File: src/rtl/fcp_pkg.sv
package fcp_pkg;
  localparam int unsigned CODE_W_DEF  = 5;
  localparam int unsigned MAX_MHZ_DEF = 30;

  typedef enum logic [2:0] {
    ST_IDLE,
    ST_FLAG,
    ST_WR,
    ST_WR_HOLD,
    ST_RD,
    ST_RD_HOLD
  } fcp_state_t;

  // Corner frequency: code plus one, clipped to the top setting.
  function automatic int unsigned corner_mhz(input int unsigned code,
                                             input int unsigned top);
    int unsigned f;
    f = code + 1;
    return (f > top) ? top : f;
  endfunction
endpackage

File: src/rtl/fcp_sync.sv
module fcp_sync #(
  parameter int unsigned N       = 3,
  parameter int unsigned STAGES  = 2,
  parameter logic [N-1:0] RST_VAL = '0
) (
  input  logic         clk,
  input  logic         rst_n,
  input  logic [N-1:0] async_i,
  output logic [N-1:0] level_o,
  output logic [N-1:0] rise_o,
  output logic [N-1:0] fall_o
);
  for (genvar i = 0; i < N; i++) begin : g_bit
    logic [STAGES:0] pipe;
    always_ff @(posedge clk or negedge rst_n) begin
      if (!rst_n) pipe <= {(STAGES+1){RST_VAL[i]}};
      else        pipe <= {pipe[STAGES-1:0], async_i[i]};
    end
    assign level_o[i] = pipe[STAGES-1];
    assign rise_o[i]  = pipe[STAGES-1] & ~pipe[STAGES];
    assign fall_o[i]  = ~pipe[STAGES-1] & pipe[STAGES];
  end
endmodule

File: src/rtl/fcp_engine.sv
module fcp_engine
  import fcp_pkg::*;
#(
  parameter int unsigned CODE_W = CODE_W_DEF
) (
  input  logic              clk,
  input  logic              rst_n,
  input  logic              frame_rise,
  input  logic              frame_fall,
  input  logic              sclk_rise,
  input  logic              sclk_fall,
  input  logic              sdin_s,
  output logic [CODE_W-1:0] code_o,
  output logic              sdout_o
);
  localparam int unsigned CNT_W = $clog2(CODE_W + 1);
  localparam logic [CNT_W-1:0] LAST = CNT_W'(CODE_W - 1);

  fcp_state_t        state;
  logic [CNT_W-1:0]  cnt;
  logic [CODE_W-1:0] shreg;
  logic [CODE_W-1:0] code_q;
  logic              sdo_q;

  // Named events for the assertions
  logic commit_w, abort_w;
  assign commit_w = frame_rise && (state == ST_WR_HOLD);
  assign abort_w  = frame_rise && (state == ST_WR);

  always_ff @(posedge clk or negedge rst_n) begin
    if (!rst_n) begin
      state  <= ST_IDLE;
      cnt    <= '0;
      shreg  <= '0;
      code_q <= '0;
      sdo_q  <= 1'b0;
    end else if (frame_rise) begin
      if (state == ST_WR_HOLD) code_q <= shreg;
      state <= ST_IDLE;
      sdo_q <= 1'b0;
      cnt   <= '0;
    end else begin
      unique case (state)
        ST_IDLE: if (frame_fall) state <= ST_FLAG;
        ST_FLAG: if (sclk_rise) begin
          cnt   <= '0;
          shreg <= sdin_s ? '0 : code_q;
          state <= sdin_s ? ST_WR : ST_RD;
        end
        ST_WR: if (sclk_rise) begin
          shreg <= {sdin_s, shreg[CODE_W-1:1]};
          cnt   <= cnt + 1'b1;
          if (cnt == LAST) state <= ST_WR_HOLD;
        end
        ST_RD: if (sclk_fall) begin
          sdo_q <= shreg[0];
          shreg <= {1'b0, shreg[CODE_W-1:1]};
          cnt   <= cnt + 1'b1;
          if (cnt == LAST) state <= ST_RD_HOLD;
        end
        ST_RD_HOLD: if (sclk_fall) sdo_q <= 1'b0;
        default: ;
      endcase
    end
  end

  assign code_o  = code_q;
  assign sdout_o = sdo_q;

  AST_CODE_ONLY_ON_COMMIT: assert property (@(posedge clk) disable iff (!rst_n)
    (code_q != $past(code_q)) |-> $past(commit_w));
  AST_ABORT_KEEPS: assert property (@(posedge clk) disable iff (!rst_n)
    abort_w |=> $stable(code_q));
  AST_READ_KEEPS: assert property (@(posedge clk) disable iff (!rst_n)
    (state == ST_RD || state == ST_RD_HOLD) |=> $stable(code_q));
  AST_SDO_QUIET: assert property (@(posedge clk) disable iff (!rst_n)
    (state == ST_IDLE || state == ST_FLAG || state == ST_WR || state == ST_WR_HOLD)
      |-> !sdo_q);
  AST_CNT_BOUND: assert property (@(posedge clk) disable iff (!rst_n)
    cnt <= CNT_W'(CODE_W));
  AST_HOLD_IGNORES: assert property (@(posedge clk) disable iff (!rst_n)
    (state == ST_WR_HOLD && !frame_rise) |=> (state == ST_WR_HOLD) && $stable(shreg));
  AST_IDLE_WAITS: assert property (@(posedge clk) disable iff (!rst_n)
    (state == ST_IDLE && !frame_fall) |=> (state == ST_IDLE));
endmodule

File: src/rtl/fcp_decode.sv
module fcp_decode
  import fcp_pkg::*;
#(
  parameter int unsigned CODE_W  = CODE_W_DEF,
  parameter int unsigned MAX_MHZ = MAX_MHZ_DEF,
  parameter int unsigned MHZ_W   = $clog2(MAX_MHZ + 1)
) (
  input  logic [CODE_W-1:0] code_i,
  output logic [MHZ_W-1:0]  mhz_o
);
  always_comb mhz_o = MHZ_W'(corner_mhz(int'(code_i), MAX_MHZ));
endmodule

File: src/rtl/fcode_port.sv
module fcode_port
  import fcp_pkg::*;
#(
  parameter int unsigned CODE_W  = CODE_W_DEF,
  parameter int unsigned MAX_MHZ = MAX_MHZ_DEF,
  parameter int unsigned STAGES  = 2,
  localparam int unsigned MHZ_W  = $clog2(MAX_MHZ + 1)
) (
  input  logic              clk,
  input  logic              rst_n,
  input  logic              frame_n_i,
  input  logic              sclk_i,
  input  logic              sdin_i,
  output logic              sdout_o,
  output logic [CODE_W-1:0] code_o,
  output logic [MHZ_W-1:0]  corner_mhz_o
);
  // bit 2: frame strobe, bit 1: serial clock, bit 0: data
  logic [2:0] lvl, rise, fall;

  fcp_sync #(.N(3), .STAGES(STAGES), .RST_VAL(3'b100)) u_sync (
    .clk(clk), .rst_n(rst_n),
    .async_i({frame_n_i, sclk_i, sdin_i}),
    .level_o(lvl), .rise_o(rise), .fall_o(fall)
  );

  fcp_engine #(.CODE_W(CODE_W)) u_eng (
    .clk(clk), .rst_n(rst_n),
    .frame_rise(rise[2]), .frame_fall(fall[2]),
    .sclk_rise(rise[1]), .sclk_fall(fall[1]),
    .sdin_s(lvl[0]),
    .code_o(code_o), .sdout_o(sdout_o)
  );

  fcp_decode #(.CODE_W(CODE_W), .MAX_MHZ(MAX_MHZ), .MHZ_W(MHZ_W)) u_dec (
    .code_i(code_o), .mhz_o(corner_mhz_o)
  );

  AST_MHZ_RANGE: assert property (@(posedge clk) disable iff (!rst_n)
    corner_mhz_o >= MHZ_W'(1) && corner_mhz_o <= MHZ_W'(MAX_MHZ));
  AST_MHZ_TRACKS: assert property (@(posedge clk) disable iff (!rst_n)
    (int'(code_o) < MAX_MHZ) |-> (int'(corner_mhz_o) == int'(code_o) + 1));
endmodule

File: config.mk
export PLATFORM = sky130hd
export DESIGN_NAME = fcode_port
export DESIGN_NICKNAME = d
export VERILOG_FILES = /design/src/rtl/fcp_pkg.sv /design/src/rtl/fcp_sync.sv /design/src/rtl/fcp_engine.sv /design/src/rtl/fcp_decode.sv /design/src/rtl/fcode_port.sv
export SDC_FILE = /design/constraint.sdc
export NUM_CORES = 1
export LEC_CHECK = 0
export BUFFER_PORTS_ARGS = -buffer_cell sky130_fd_sc_hd__buf_2
export CAP_MARGIN = 15
export CORE_ASPECT_RATIO = 1.1
export CORE_MARGIN = 4
export CORE_UTILIZATION = 56
export DETAILED_ROUTE_END_ITERATION = 10
export GPL_TIMING_DRIVEN = 0
export PLACE_DENSITY = 0.77
export SYNTH_ARGS = -nofsm -noshare
export SYNTH_HDL_FRONTEND = slang
export SYNTH_SLANG_ARGS = --single-unit
File: constraint.sdc
create_clock -name clk -period 1.9 [get_ports clk]
set_clock_uncertainty 0.1 [all_clocks]
set_input_delay 0.38 -clock clk [delete_from_list [all_inputs] [get_ports clk]]
set_output_delay 0.38 -clock clk [all_outputs]
set_load 0.005 [all_outputs]
==> out/qor.csv <==
metric;value;unit
clock power share;11.1;%
largest family of logic cells by synthesized area;compound AO/OA/AOI/OAI gates;
PD cells;1367;nW/um2
ys flop type;dfrtp_1;
max-capacitance violation count;0;
gr usage total;19.18;%
critical path required time;1.42;ns
Sequential Power Share;40.9;%
# nets final;158;
Setup crit end kind;primary output;
die height;59.26;um
post-synthesis adder-cell area fraction;3.742;%
grt ovf;0;
NetSw;860.8;uW
outcome;complete, but fails checks;
Final ANT Viol Nets;0;
number of H-tree levels;1;
critical path class;reg -> out;
Layout area overhead;16.00;%
initial core utilization;59.39;%
Post-Synth Simple-Gate Area;16.37;%
Async SR Flop Fraction;100.0;%
drt pass-1 iters;4;
post-synthesis cell type count;37;
Post-synth EDFFs;0;
Residual DRC;0;
final worst slack;-0.005669;ns
number of synthesized register bits;25;
P_leak;0.6622;nW
syn_area_per_cell;10.70;um2
CTS clk-pin slew, worst paths;0.12;ns
count of final setup violators;1;
uppermost routed layer;met4;
worst hold path class;in -> reg;
die footprint;3235;um2
failing checks;setup timing;
met3 WL post-DR;102;um
initial antenna violation count;0;
port buffer count;15;
GP Congestion;0.7993;
Post-Syn Area;1338;um2
max_slew headroom;65.16;%
Hold Fails Final Rpt;0;
share of cells above drive strength 1;31.76;%
TritonCTS clock tree;yes;
TritonCTS buffer count;3;
Mapped Cells;125;
Vias;1041;
CORE AREA;2252;um2
Max Clk Rate;524.8;MHz
Final period util;100.3;%
cell internal pwr;1.260;mW
Met2 Wirelength;1266;um
RSZ-0062 raised after global routing;yes;
worst vdd ir;880.8;uV
Max Root-Sink Buffers;2;
die span in x;54.60;um
first-pass GRT wire length;4574;um
sequential-to-total area share from yosys stat;47.05;%
DR vias/cell;5.848;
Net Count, Synth;134;
vias in the first global route;1008;
wire per inst;14.61;um
combinational fraction of design power;48.0;%
Clock Tree Root;clkbuf_4;
antenna cells;0;
Yosys Warn Count;0;
post-layout util;68.89;%
Switching Share;40.58;%
IO Pins;16;
critical-path maximum fanout;6;
Slew @ Worst Pin;0.5225;ns
multiplexer share of the synthesized area;5.800;%
largest net degree at the start of global routing;26;
Fillers;170;
complex-gate fraction of the synthesized area;17.87;%
fin. max-slew vios;0;
DPL Wire Length;1860;um
initial drt markers;34;
row count;18;
Worst setup SP type;flip-flop;
routed metal-1 wirelength;1197;um
Worst Path Arrival;1.43;ns
clock latency on the worst-skew pair;0.32;ns
worst slack, placed;-0.007853;ns
XOR/XNOR Fraction of Synth Area;3.742;%
clock sinks;25;
final WL;2601;um
Period minus WS final;1.906;ns
[state kept, by name (all words and copies together) (netlist names)]
name,cells
u_sync.g_bit.pipe,8
u_eng.code_o,5
u_eng.shreg,5
u_eng.cnt,3
u_eng.state,3
u_eng.sdout_o,1
[power by group through the flow]
stage / Sequential [mW] / Combinational, mW / Clock (mW)
detailed placement: 0.844 / 0.957 / 0
finish: 0.868 / 1.02 / 0.234
global route: 0.892 / 1.14 / 0.262
floorplan: 0.806 / 0.731 / 0
CTS: 0.858 / 1.00 / 0.239
global placement: 0.834 / 0.934 / 0
[cells in the mapped netlist (all sizes together), types with 2 or more instances]
| library cell | count | area share (%) |
|---|---|---|
| dfrtp | 22 | 41 |
| a21oi | 9 | 3.4 |
| inv | 7 | 2.0 |
| nand2 | 7 | 2.0 |
| mux2 | 6 | 5.1 |
| nor2 | 6 | 1.7 |
| nor3 | 5 | 1.9 |
| a41oi | 4 | 2.6 |
| buf | 4 | 2.3 |
| clkbuf | 4 | 1.1 |
| ha | 4 | 3.7 |
| nand3 | 4 | 1.5 |
| o21ai | 4 | 1.5 |
| or3b | 4 | 2.6 |
| a31oi | 3 | 1.4 |
| dfstp | 3 | 5.9 |
| nand2b | 3 | 1.4 |
| nand4 | 3 | 1.4 |
| o21a | 3 | 1.7 |
| a32o | 2 | 1.5 |
| nor2b | 2 | 0.94 |
| nor3b | 2 | 1.1 |
| o31a | 2 | 1.3 |
| xnor2 | 2 | 1.9 |
| xor2 | 2 | 1.9 |
[repair_timing]
| item | CTS | global route |
|---|---|---|
| pin swaps | 2 | 3 |
| resized for setup | 7 | 4 |
| hold buffers | 1 | 0 |
| endpoints found under the setup margin | 10 | 8 |
| setup buffers | 3 | 1 |
| hold endpoints to repair | 22 | 0 |
[stage by stage]
stage | setup TNS (ns) | std cells | power, mW | instance area (um2) | hold slack [ns]
floorplan | 0 | 125 | 1.538 | 1338 | -0.01559
global placement | 0 | 170 | 1.768 | 1450 | 0.2359
detailed placement | -0.01104 | 170 | 1.801 | 1450 | 0.2418
CTS | 0 | 177 | 2.097 | 1534 | 0.04395
global route | -0.1275 | 178 | 2.293 | 1551 | 0.02946
finish | -0.005669 | 178 | 2.121 | 1551 | 0.04832
[worst max-delay path, cell delays in order (launching register included)]
cell and delay, ns:
dfrtp_2 0.50, ha_4 0.27, nor3_2 0.14, a21oi_1 0.08, buf_2 0.13
[cells by family (layout without fill, tap and decap cells)]
| group | Yosys count | count (layout) |
|---|---|---|
| buffers and inverters | 15 | 38 |
| XOR/XNOR | 4 | 4 |
| adder cells (fa/ha/maj) | 4 | 4 |
| AO/OA/AOI/OAI | 31 | 31 |
| AND/OR/NAND/NOR | 39 | 39 |
| multiplexers | 7 | 7 |
| flip-flops | 25 | 25 |
[layer usage]
| layer | vias up | global-route usage (%) |
|---|---|---|
| li1 | 502 | - |
| met1 | 511 | 26.89 |
| met2 | 23 | 30.41 |
| met3 | 5 | 3.023 |
| met4 | 0 | 5.338 |
| met5 | - | 0 |
[final timing paths]
| check | slack [ns] | depth (start not counted) | start | end |
|---|---|---|---|---|
| worst max-delay path | -0.006 | 4 | u_eng.code_o[0] | corner_mhz_o[0] |
| worst min-delay path | 0.05 | 1 | frame_n_i | u_sync.g_bit[2].pipe[0] |
| worst max register to register | 0.15 | 5 | u_eng.state[2] | u_eng.shreg[0] |
| worst min register to register | 0.26 | 0 | u_sync.g_bit[2].pipe[0] | u_sync.g_bit[2].pipe[1] |
| max in group asynchronous | 0.86 | 2 | rst_n | u_eng.code_o[0] |
| min in group asynchronous | 0.45 | 2 | rst_n | u_eng.cnt[1] |
[area by class of cell]
cell class              count  area (um2)  area share [%]
plain buffers               7       43.79           2.823
clock buffers               4       26.28           1.694
inverters                   7       26.28           1.694
multi-input cells          85       673.1           43.39
flip-flops and latches     25       633.1           40.81
well taps                  30       37.54           2.419
repair buffers             20       111.4           7.177
[cells in the final DEF, fill, tap and decap left out, drive strengths merged]
master | synthesis | routed
ha | 4 | 4
nand4 | 3 | 3
dfrtp | 22 | 22
nand2 | 7 | 7
nand3b | 1 | 1
a41oi | 4 | 4
a31oi | 3 | 3
dlygate4sd3 | 0 | 1
nand2b | 3 | 3
a32o | 2 | 2
buf | 4 | 23
nand3 | 4 | 4
o21ai | 4 | 4
o211a | 1 | 1
dfstp | 3 | 3
nor2 | 6 | 6
o32ai | 1 | 1
or3b | 4 | 4
and3 | 1 | 1
o21a | 3 | 3
nor3b | 2 | 2
xor2 | 2 | 2
nor2b | 2 | 2
a21boi | 1 | 1
nor3 | 5 | 5
clkbuf | 4 | 7
mux2 | 6 | 6
nand4bb | 1 | 1
a221oi | 1 | 1
a21oi | 9 | 9
mux2i | 1 | 1
xnor2 | 2 | 2
inv | 7 | 7
o31a | 2 | 2
No activity file was read; power rests on OpenSTA's default activity.
